<file path="src/rtl/fiqsel_pkg.sv">
// Package: shared constants for the fast-interrupt source selector.
// Assumes a control word whose low IDX_W bits are the index and next bit the enable.
package fiqsel_pkg;
    localparam int unsigned IDX_W  = 7;
    localparam int unsigned DATA_W = 32;

    typedef struct packed {
        logic             en;
        logic [IDX_W-1:0] idx;
    } fiqsel_ctrl_t;
endpackage

</file>
<file path="src/rtl/fiqsel_ctrl_reg.sv">
// Control word storage: captures index and enable on a write, reads back
// zero-extended. Assumes synchronous active-low reset.
module fiqsel_ctrl_reg
    import fiqsel_pkg::*;
#(
    parameter int unsigned DW = DATA_W,
    parameter int unsigned IW = IDX_W
) (
    input  logic          clk,
    input  logic          rst_n,
    input  logic          we,
    input  logic [DW-1:0] wdata,
    output logic          en,
    output logic [IW-1:0] idx,
    output logic [DW-1:0] rdata
);
    localparam int unsigned USED_W = IW + 1;

    // Hold the control word; only index and enable bits are stored.
    always_ff @(posedge clk) begin
        if (!rst_n) begin
            en  <= 1'b0;
            idx <= '0;
        end else if (we) begin
            en  <= wdata[IW];
            idx <= wdata[IW-1:0];
        end
    end

    // Read-back: unused upper bits are constant zero.
    always_comb begin
        rdata             = '0;
        rdata[USED_W-1:0] = {en, idx};
    end
endmodule

</file>
<file path="src/rtl/fiqsel_src_mux.sv">
// Index decoder: maps the linear index onto bank A, bank B, then the base bank.
// Indices past the last source match nothing. Purely combinational.
module fiqsel_src_mux #(
    parameter int unsigned IW     = 7,
    parameter int unsigned A_W    = 32,
    parameter int unsigned B_W    = 32,
    parameter int unsigned BASE_W = 8
) (
    input  logic [IW-1:0]     idx,
    input  logic [A_W-1:0]    bank_a,
    input  logic [B_W-1:0]    bank_b,
    input  logic [BASE_W-1:0] base,
    output logic              hit
);
    localparam int unsigned TOTAL = A_W + B_W + BASE_W;

    logic [TOTAL-1:0] flat;
    logic [TOTAL-1:0] match;

    // Concatenate in index order: bank A lowest, then bank B, then base.
    assign flat = {base, bank_b, bank_a};

    // One comparator per source position.
    for (genvar i = 0; i < TOTAL; i++) begin : g_pos
        assign match[i] = (idx == IW'(i)) & flat[i];
    end

    // At most one position can match; OR-reduce to the selected level.
    assign hit = |match;
endmodule

</file>
<file path="src/rtl/fiqsel_out_stage.sv">
// Output register: fast-interrupt request is the gated level delayed one cycle.
module fiqsel_out_stage (
    input  logic clk,
    input  logic rst_n,
    input  logic en,
    input  logic hit,
    output logic fiq
);
    // Register the enable-gated selected level.
    always_ff @(posedge clk) begin
        if (!rst_n) fiq <= 1'b0;
        else        fiq <= en & hit;
    end
endmodule

</file>
<file path="src/rtl/fiq_source_select.sv">
// Top: fast-interrupt source selector. Routes one of the three banks' raw
// sources to fiq_o under a software index/enable word. Assumes sources are
// already synchronous to clk; the normal interrupt path is not touched.
module fiq_source_select
    import fiqsel_pkg::*;
#(
    parameter int unsigned DW     = DATA_W,
    parameter int unsigned IW     = IDX_W,
    parameter int unsigned A_W    = 32,
    parameter int unsigned B_W    = 32,
    parameter int unsigned BASE_W = 8
) (
    input  logic              clk,
    input  logic              rst_n,
    input  logic              cfg_we,
    input  logic [DW-1:0]     cfg_wdata,
    output logic [DW-1:0]     cfg_rdata,
    input  logic [A_W-1:0]    src_bank_a,
    input  logic [B_W-1:0]    src_bank_b,
    input  logic [BASE_W-1:0] src_base,
    output logic              fiq_o
);
    logic          sel_en;
    logic [IW-1:0] sel_idx;
    logic          sel_hit;

    fiqsel_ctrl_reg #(.DW(DW), .IW(IW)) u_ctrl (
        .clk   (clk),
        .rst_n (rst_n),
        .we    (cfg_we),
        .wdata (cfg_wdata),
        .en    (sel_en),
        .idx   (sel_idx),
        .rdata (cfg_rdata)
    );

    fiqsel_src_mux #(.IW(IW), .A_W(A_W), .B_W(B_W), .BASE_W(BASE_W)) u_mux (
        .idx    (sel_idx),
        .bank_a (src_bank_a),
        .bank_b (src_bank_b),
        .base   (src_base),
        .hit    (sel_hit)
    );

    fiqsel_out_stage u_out (
        .clk   (clk),
        .rst_n (rst_n),
        .en    (sel_en),
        .hit   (sel_hit),
        .fiq   (fiq_o)
    );
endmodule

</file>
<file path="config.mk">
export PLATFORM = sky130hd
export DESIGN_NAME = fiq_source_select
export DESIGN_NICKNAME = d
export VERILOG_FILES = /design/src/rtl/fiqsel_pkg.sv /design/src/rtl/fiqsel_ctrl_reg.sv /design/src/rtl/fiqsel_src_mux.sv /design/src/rtl/fiqsel_out_stage.sv /design/src/rtl/fiq_source_select.sv
export SDC_FILE = /design/constraint.sdc
export NUM_CORES = 1
export LEC_CHECK = 0
export ABC_AREA = 1
export ABC_CLOCK_PERIOD_IN_PS = 1590
export BUFFER_PORTS_ARGS = -buffer_cell sky130_fd_sc_hd__buf_2
export CAP_MARGIN = 20
export CORE_ASPECT_RATIO = 1.2
export CORE_MARGIN = 2
export CORE_UTILIZATION = 30
export CTS_BUF_LIST = sky130_fd_sc_hd__clkbuf_16
export DETAILED_ROUTE_END_ITERATION = 8
export GPL_TIMING_DRIVEN = 0
export PLACE_DENSITY = 0.73
export SLEW_MARGIN = 10
export SYNTH_ARGS = -nofsm -noshare
export SYNTH_HDL_FRONTEND = slang
export SYNTH_SLANG_ARGS = --single-unit
</file>
<file path="constraint.sdc">
create_clock -name clk -period 1.59 [get_ports clk]
set_input_delay 0.477 -clock clk [delete_from_list [all_inputs] [get_ports clk]]
set_output_delay 0.477 -clock clk [all_outputs]
set_load 0.02 [all_outputs]
</file>
==> Word-level counts from Yosys, hierarchy flattened <==
Cells that the tools add are included.
{ "totals": {"ramBits": 0, "romBits": 0, "latchBits": 0, "inputBits": 107, "out_inout_bits": 33, "memories": 0, "word_cells": 149, "regBits": 9} }
{ "op_classes": {"addsub": 0, "n_mux": 0, "order_cmp": 0, "multipliers": 0, "n_div": 0, "shift": 0, "eq_ne": 71, "n_reduce_logical": 2, "bitwise_logic": 73} }
{ "ops": {"columns": ["operator", "count"], "rows": [
  ["$eq A7 B6 Y1 const B", 32],
  ["$eq A7 B5 Y1 const B", 16],
  ["$and A1 B1 Y1", 73],
  ["$reduce_or A72 Y1", 1],
  ["$eq A7 B4 Y1 const B", 8],
  ["$eq A7 B7 Y1 const B", 8],
  ["$eq A7 B3 Y1 const B", 4],
  ["$eq A7 B2 Y1 const B", 2],
  ["$eq A7 B1 Y1 const B", 1],
  ["$logic_not A7 Y1", 1]
]} }

==> Logic depth before layout (Yosys ltp) <==
Gate-level depths: netlist of the first run.
{ "logic_depth": {"word_depth": 4, "mapped_depth": 11, "ltp_nobuf": 11} }

==> Cells and area by module <==
From an unflattened synthesis of the first run, not the netlist that was laid out.
{ "unflattened": {"cells_unflattened": 276, "area_unflattened_um2": 1417.6} }
{ "by_module_without_submodules": {"columns": ["mod", "area_per_inst_um2", "cells_per_inst", "n_inst", "seq_area_each_um2"], "rows": [
  ["fiqsel_src_mux", 783.3, 188, 1, 0.0],
  ["fiqsel_ctrl_reg", 600.6, 84, 1, 160.2],
  ["fiqsel_out_stage", 33.8, 4, 1, 20.0]
]} }

==> Least setup slack after synthesis of the first run <==
No wires, ideal clock.
{ "synth_timing": {"path_type": "register -> register", "from": "register u_ctrl.idx[1]", "to": "register u_out.fiq", "arrival_time_ns": 1.391, "path_stages_with_launch": 12, "setup_ns": 0.112, "path_slack_ns": 0.088, "required_ns": 1.478, "path_buffers": 0, "synth_period_minus_slack_ns": 1.502, "path_cell_list": "dfxtp_1 inv_1 nand2_1 nor2_1 nand2_1 nand2_1 nor2_1 nand2_1 o21ai_0 nand3_1 nor2_1 nor2_1"} }
{ "synth_between": {"elab_chain_cells": 4, "word_cells_on_any_way": 146, "cone_classes": "eq/ne (71); bitwise (73); reduce/logical (2)"} }
{ "synth_rtl": {"columns": ["element", "line", "rtl"], "rows": [
  ["from (decl)", "fiqsel_ctrl_reg.sv:14", "output logic [IW-1:0] idx,"],
  ["from (signal assigned)", "fiqsel_ctrl_reg.sv:26", "idx <= wdata[IW-1:0];"],
  ["$eq A7 B1 Y1, or another cell as far along", "fiqsel_src_mux.sv:25", "assign match[i] = (idx == IW'(i)) & flat[i];"],
  ["$and A1 B1 Y1", "fiqsel_src_mux.sv:25", null],
  ["$reduce_or A72 Y1 *", "fiqsel_src_mux.sv:29", "assign hit = |match;"],
  ["$and A1 B1 Y1 *", "fiqsel_out_stage.sv:12", "else fiq <= en & hit;"],
  ["to (signal assigned)", "fiqsel_out_stage.sv:12", null],
  ["to (decl)", "fiqsel_out_stage.sv:7", "output logic fiq"]
]} }
Mark *: on every way between the ends. The rest lies on a longest branch, timed or not.
A chain may end at the register's enable or synchronous reset.

==> Worst setup path after layout of the first run <==
{ "layout_timing": {"from": "register u_ctrl.idx[0]", "to": "register u_out.fiq"} }
The elaborated chain is that of the path after synthesis.

==> impl_metrics.py, run 1 <==
metrics = {
    "synthesis": {
        "yosysWarnings": 0,
        "syn_area_sq_um": 1220,
        "yosys-top-cells-area": "nand2_1 (26%), nand3_1 (16%), buf_4 (15%), dfxtp_1 (15%), nor2_1 (14%)",
        "ys_ff_latch": 9,
        "ys_types": 14,
        "synth_area_per_cell_sq_um": 5.09,
        "ys_seq_area_frac": 0.147,
        "synth-async-reset-ratio": 0,
        "synth_top_cell_by_area": "nand2_1",
        "yosys-top-cells-count": "nand2_1 (86), nor2_1 (46), nand3_1 (40)",
        "synth_top_area_frac": 0.264,
        "synth_enable_flop_cells": 0,
        "synth.most_common_cell": "nand2_1",
        "synthFlopType": "dfxtp_1",
        "synth_cells": 240,
    },
    "critical_path": {
        "crit_type": "reg -> reg",
        "timing.rr.end": "u_out.fiq",
        "cpPeakStageDelay_ns": 0.36,
        "rr_worst_depth": 10,
        "r2r_setup_slack_ns": 0.12,
        "path_delay_family": "simple AND/OR/NAND/NOR gates",
        "r2r_start": "u_ctrl.idx[0]",
        "crit_arrival_ns": 1.64,
        "path_cells": "nor2_2 -> nand2_1 -> inv_1 -> nand2_1 -> and3_1 -> nand2_1 -> nand2_1 -> nor2_1 -> nor2_1 -> nor2_1",
        "end_kind": "flop",
        "critPathSlowestCell": "dfxtp_4",
        "start_kind": "flop",
        "endpoint": "u_out.fiq",
        "cp.required_ns": 1.76,
        "critical_path_buf_inv_count": 1,
        "crit_fanout": 8,
        "startpoint": "u_ctrl.idx[0]",
        "path_depth": 10,
        "cpMostUsedCell": "nand2_1",
    },
    "power": {
        "vdd_drop_max_mv": 0.499,
        "p_total_mw": 1.13,
        "leakage_nw": 1.19,
        "power.density_nw_per_um2": 570,
    },
    "routing": {
        "dr.pass1.iters": 4,
        "viasPerCell": 4.46,
        "drc": 0,
        "totalWireLength_um": 4430,
        "drtIter0Drc": 71,
        "ant_nets": 0,
        "routedWlPerCell_um": 10.8,
        "vias": 1836,
    },
    "placement": {
        "portBuffers": 91,
        "routabilityCongestion": 0.880,
        "dp_hpwl_um": 3710,
        "postPlaceCellArea_sq_um": 1830,
    },
    "clock_tree": {
        "cts_hold_buf": 0,
        "h-tree-depth": 1,
        "clk_path_buf_depth": 2,
        "clock-sinks": 9,
        "cts_tree": "yes",
        "worst_skew_pair.late_latency_ns": 0.24,
        "root_buffer": "clkbuf_16",
        "cts_buffers": 3,
        "path_clk_slew_ns": 0.04,
    },
    "status": {
        "status": "finished, final reports clean",
    },
    "sta": {
        "holdWs_ns": 0.464,
        "tns_ns": 0,
        "hold_viol": 0,
        "finalCriticalPeriod_ns": 1.47,
        "setup_viol": 0,
        "slew_violations": 0,
        "timing.fmax_ghz": 0.681,
        "rsz0062_at_grt": "false",
        "finalCritPeriodShare": 0.923,
        "fin_worst_skew_ns": 0.000209,
    },
    "global_routing": {
        "antenna_found_initial": 0,
        "grt_max_degree": 11,
        "overflow": 0,
        "track_usage": 0.186,
        "grt_pass1_wl_um": 6870,
        "grt_pass1_vias": 1630,
    },
    "floorplanning": {
        "start_util": 0.310,
        "dieArea_sq_um": 4600,
        "core-area_sq_um": 3940,
        "dieHeight_um": 73.9,
        "rows": 25,
        "pin_count": 140,
        "die_w_um": 62.3,
    },
    "layout": {
        "finalInstanceArea_sq_um": 1990,
        "drive_above_1_share": 0.416,
        "areaGrowthSynthToFinish_pct": 62.8,
        "finalNetCount": 466,
        "diodes": 0,
    },
    "worst_hold_path": {
        "hp-class": "reg -> reg",
    },
    "run": {
        "drv_cap": 0,
    },
}
[layer usage]
metal	vias to the layer above	global-route usage	wire length [um]
met5	-	0	0
met4	0	0.0691	78
met3	8	0.0306	297
met2	76	0.370	2270
met1	796	0.200	1790
li1	956	-	-
[cells by family after synthesis]
| logic type | after synthesis | synth area share |
|---|---|---|
| AO/OA/AOI/OAI | 16 | 0.0655 |
| buffers and inverters | 37 | 0.190 |
| flip-flops | 9 | 0.147 |
| other | 1 | 0.00307 |
| AND/OR/NAND/NOR | 177 | 0.594 |
[layout make-up]
| type | count | area, sq um |
|---|---|---|
| sequential | 9 | 195 |
| fill | 464 | 1950 |
| inverter | 11 | 41.3 |
| tap | 54 | 67.6 |
| clock inverter | 1 | 3.75 |
| timing repair buffer | 91 | 455 |
| multi-input combinational | 217 | 961 |
| clock buffer | 3 | 75.1 |
| buffer | 26 | 191 |
[state kept, by name, summed over array words and instances, names as in the netlist]
signal / cells
u_out.fiq: 1
u_ctrl.idx: 7
u_ctrl.en: 1
[layout by cell type (no fill, tap or decap), types with 3 or more instances in the layout]
| master | netlist | routed |
|---|---|---|
| nor2_2 | 1 | 13 |
| conb_1 | 1 | 24 |
| inv_1 | 11 | 8 |
| nand2_1 | 86 | 78 |
| dfxtp_4 | 0 | 4 |
| buf_4 | 25 | 25 |
| o21ai_0 | 9 | 8 |
| clkbuf_16 | 0 | 3 |
| inv_2 | 0 | 4 |
| buf_2 | 0 | 91 |
| dfxtp_1 | 9 | 5 |
| nand3_1 | 40 | 40 |
| nand2_2 | 0 | 6 |
| nor2_1 | 46 | 34 |
| a21oi_1 | 7 | 7 |
[report_power, final]
| group | switching (mW) | internal [mW] | total (mW) |
|---|---|---|---|
| registers | 0.0238 | 0.241 | 0.265 |
| clock network | 0.109 | 0.328 | 0.437 |
| logic | 0.249 | 0.183 | 0.432 |
| total | 0.382 | 0.753 | 1.13 |
[how the worst min path moves through the flow]
stage                          from   endpoint  slack [ns]  cells past startpoint
after floorplan           u_ctrl.en  u_out.fiq        0.42                      2
after global placement    u_ctrl.en  u_out.fiq        0.45                      2
after detailed placement  u_ctrl.en  u_out.fiq        0.45                      2
after CTS                 u_ctrl.en  u_out.fiq        0.46                      2
after global routing      u_ctrl.en  u_out.fiq        0.49                      2
final                     u_ctrl.en  u_out.fiq        0.46                      2
[worst min-delay path, stage by stage (launching register included)]
cell and delay [ns]:
dfxtp_1 0.32, nand2_1 0.06, nor2_1 0.04
[per-stage QoR]
step	util	std cells	worst slack, ns
after floorplan	-	263	0.0878
after global placement	0.465	408	-0.0438
after detailed placement	0.465	408	-0.0462
after CTS	0.486	412	0.00368
after global routing	0.505	412	0.00487
final	0.505	412	0.122
[timing repair]
item / CTS / global route
resized for setup: 3 / 33
hold endpoints to repair: 0 / 0
pin swaps: 0 / 2
setup buffers: 0 / 0
setup endpoints to repair: 1 / 1
No activity file was read; power rests on OpenSTA's default activity.
==> inputs of run 2 (changes only) <==
Settings changed: MAX_ROUTING_LAYER from default to met4, PLACE_DENSITY 0.73 to 0.69, SYNTH_HIERARCHICAL from default to 1.
==> impl_metrics.py, run 2 <==
metrics = {
    "status": {
        "status": "finished, final reports clean",
    },
    "routing": {
        "viasPerCell": 4.23,
        "drc": 0,
        "drtIter0Drc": 76,
        "ant_nets": 0,
        "routedWlPerCell_um": 10.1,
        "totalWireLength_um": 4640,
        "dr.pass1.iters": 4,
        "vias": 1948,
    },
    "synthesis": {
        "yosys-top-cells-area": "nand2_1 (26%), buf_4 (17%), nor2_1 (17%), nand3_1 (16%), dfxtp_1 (13%)",
        "synth-async-reset-ratio": 0,
        "syn_area_sq_um": 1420,
        "synth_enable_flop_cells": 0,
        "synth_cells": 276,
        "ys_ff_latch": 9,
        "synth_top_cell_by_area": "nand2_1",
        "yosysWarnings": 6,
        "ys_seq_area_frac": 0.127,
        "synth.most_common_cell": "nand2_1",
        "synthFlopType": "dfxtp_1",
        "synth_area_per_cell_sq_um": 5.14,
        "ys_types": 14,
        "yosys-top-cells-count": "nand2_1 (98), nor2_1 (63), nand3_1 (44)",
        "synth_top_area_frac": 0.259,
    },
    "sta": {
        "hold_viol": 0,
        "rsz0062_at_grt": "true",
        "finalCriticalPeriod_ns": 1.57,
        "setup_viol": 0,
        "tns_ns": 0,
        "finalCritPeriodShare": 0.986,
        "fin_worst_skew_ns": 0.00226,
        "timing.fmax_ghz": 0.638,
        "slew_violations": 0,
    },
    "floorplanning": {
        "rows": 27,
        "core-area_sq_um": 4560,
        "die_w_um": 66.8,
        "dieArea_sq_um": 5290,
        "pin_count": 140,
        "dieHeight_um": 79.3,
        "start_util": 0.311,
    },
    "worst_hold_path": {
        "hp-class": "reg -> reg",
    },
    "critical_path": {
        "start_kind": "flop",
        "crit_type": "reg -> reg",
        "end_kind": "flop",
        "crit_fanout": 6,
        "cpMostUsedCell": "nand2_1",
        "cp.required_ns": 1.72,
        "critPathSlowestCell": "dfxtp_4",
        "crit_arrival_ns": 1.70,
        "path_cells": "inv_1 -> nand2_2 -> nor2_2 -> nand2_1 -> nand2_1 -> nor2_1 -> nand2_1 -> nor2_2 -> nor2_1 -> nor2_1 -> nand3_1 -> nand2_1 -> nor2_2",
        "cpPeakStageDelay_ns": 0.39,
        "path_delay_family": "simple AND/OR/NAND/NOR gates",
        "critical_path_buf_inv_count": 1,
    },
    "power": {
        "power.density_nw_per_um2": 530,
        "vdd_drop_max_mv": 0.511,
        "leakage_nw": 1.43,
    },
    "layout": {
        "final_util": 0.500,
        "largest_reg_flops": 7,
        "diodes": 0,
        "most-common-layout-cells": "buf_2 (90), nand2_1 (90), nor2_1 (46), nand3_1 (44), buf_4 (41)",
        "drive_above_1_share": 0.433,
        "areaGrowthSynthToFinish_pct": 60.9,
        "reg_top3": "u_ctrl/idx: 7 flops, u_ctrl/en: 1 flops, u_out/fiq: 1 flops",
        "finalNetCount": 510,
        "regMostFlops": "u_ctrl/idx",
    },
    "global_routing": {
        "grt_max_degree": 11,
        "track_usage": 0.174,
        "overflow": 0,
        "grt_pass1_wl_um": 7060,
        "grt_pass1_vias": 1692,
        "antenna_found_initial": 0,
    },
    "placement": {
        "routabilityCongestion": 0.855,
        "portBuffers": 90,
        "dp_hpwl_um": 3870,
    },
    "clock_tree": {
        "h-tree-depth": 1,
        "worst_skew_pair.late_latency_ns": 0.23,
        "cts_buffers": 3,
        "clk_path_buf_depth": 2,
        "root_buffer": "clkbuf_16",
        "path_clk_slew_ns": 0.04,
        "cts_tree": "yes",
        "clock-sinks": 9,
    },
    "run": {
        "drv_cap": 0,
    },
}
==> run 2: path summary, 6_finish.rpt <==
| check | start | endpoint | slack [ns] | depth (start not counted) |
|---|---|---|---|---|
| hold / removal | u_ctrl/en | u_out/fiq | 0.48 | 2 |
| hold reg to reg | u_ctrl/en | u_out/fiq | 0.48 | 2 |
| setup / recovery | u_ctrl/idx[0] | u_out/fiq | 0.02 | 13 |
| setup reg to reg | u_ctrl/idx[0] | u_out/fiq | 0.02 | 13 |
==> run 2: layout make-up <==
type | instances | area [sq um]
inverters | 19 | 71.3
multi-input cells | 235 | 1050
flip-flops and latches | 9 | 196
well taps | 58 | 72.6
repair buffers | 99 | 518
plain buffers | 36 | 293
clock inverters | 1 | 3.75
fillers | 530 | 2280
clock buffers | 3 | 75.1
==> run 2: cells by family (layout without fill, tap and decap cells) <==
family | Yosys count | after routing | synth area share
buffers and inverters | 55 | 158 | 0.254
and+or+nand+nor | 211 | 211 | 0.616
DFF | 9 | 9 | 0.127
other | 1 | 24 | 0.00265
==> run 2: repair_timing <==
| item | 4_1_cts | 5_1_grt |
|---|---|---|
| resized for setup | 14 | 28 |
| cloned | 0 | 0 |
| endpoints found under the setup margin | 1 | 1 |
| pin swaps | 1 | 4 |
| hold buffers | 0 | 0 |
| buffers inserted | 2 | 7 |
==> run 2: through the flow <==
step           cells  power (mW)  worst slack [ns]  area (sq um)  hold slack, ns
2_1_floorplan    299       0.566             0.244          1500           0.444
3_3_place_gp     447       0.726            -0.215          2030           0.468
3_5_place_dp     447       0.726            -0.195          2030           0.472
4_1_cts          453        1.17           0.00285          2150           0.486
5_1_grt          460        1.28            -0.112          2280           0.499
6_report         460        1.21            0.0224          2280           0.480
==> run 2: report_power, final <==
group	switching [mW]	internal [mW]
Combinational	0.272	0.235
Sequential	0.0294	0.242
Clock	0.103	0.328
==> run 2: worst reg2reg max path: stages, from the launching register on <==
cell     delay, ns
dfxtp_4       0.39
inv_1         0.11
nand2_2       0.12
nor2_2        0.07
nand2_1       0.06
nand2_1       0.04
nor2_1        0.09
nand2_1       0.07
nor2_2        0.13
nor2_1        0.05
nor2_1        0.10
nand3_1       0.10
nand2_1       0.09
nor2_2        0.03
==> run 2: per-layer routing <==
metal / global-route usage / vias to the layer above / part of all wire
met5: - / - / 0
met4: 0.0449 / 0 / 0.015
met3: 0.0198 / 8 / 0.089
met2: 0.308 / 85 / 0.50
met1: 0.207 / 800 / 0.40
li1: - / 1055 / -
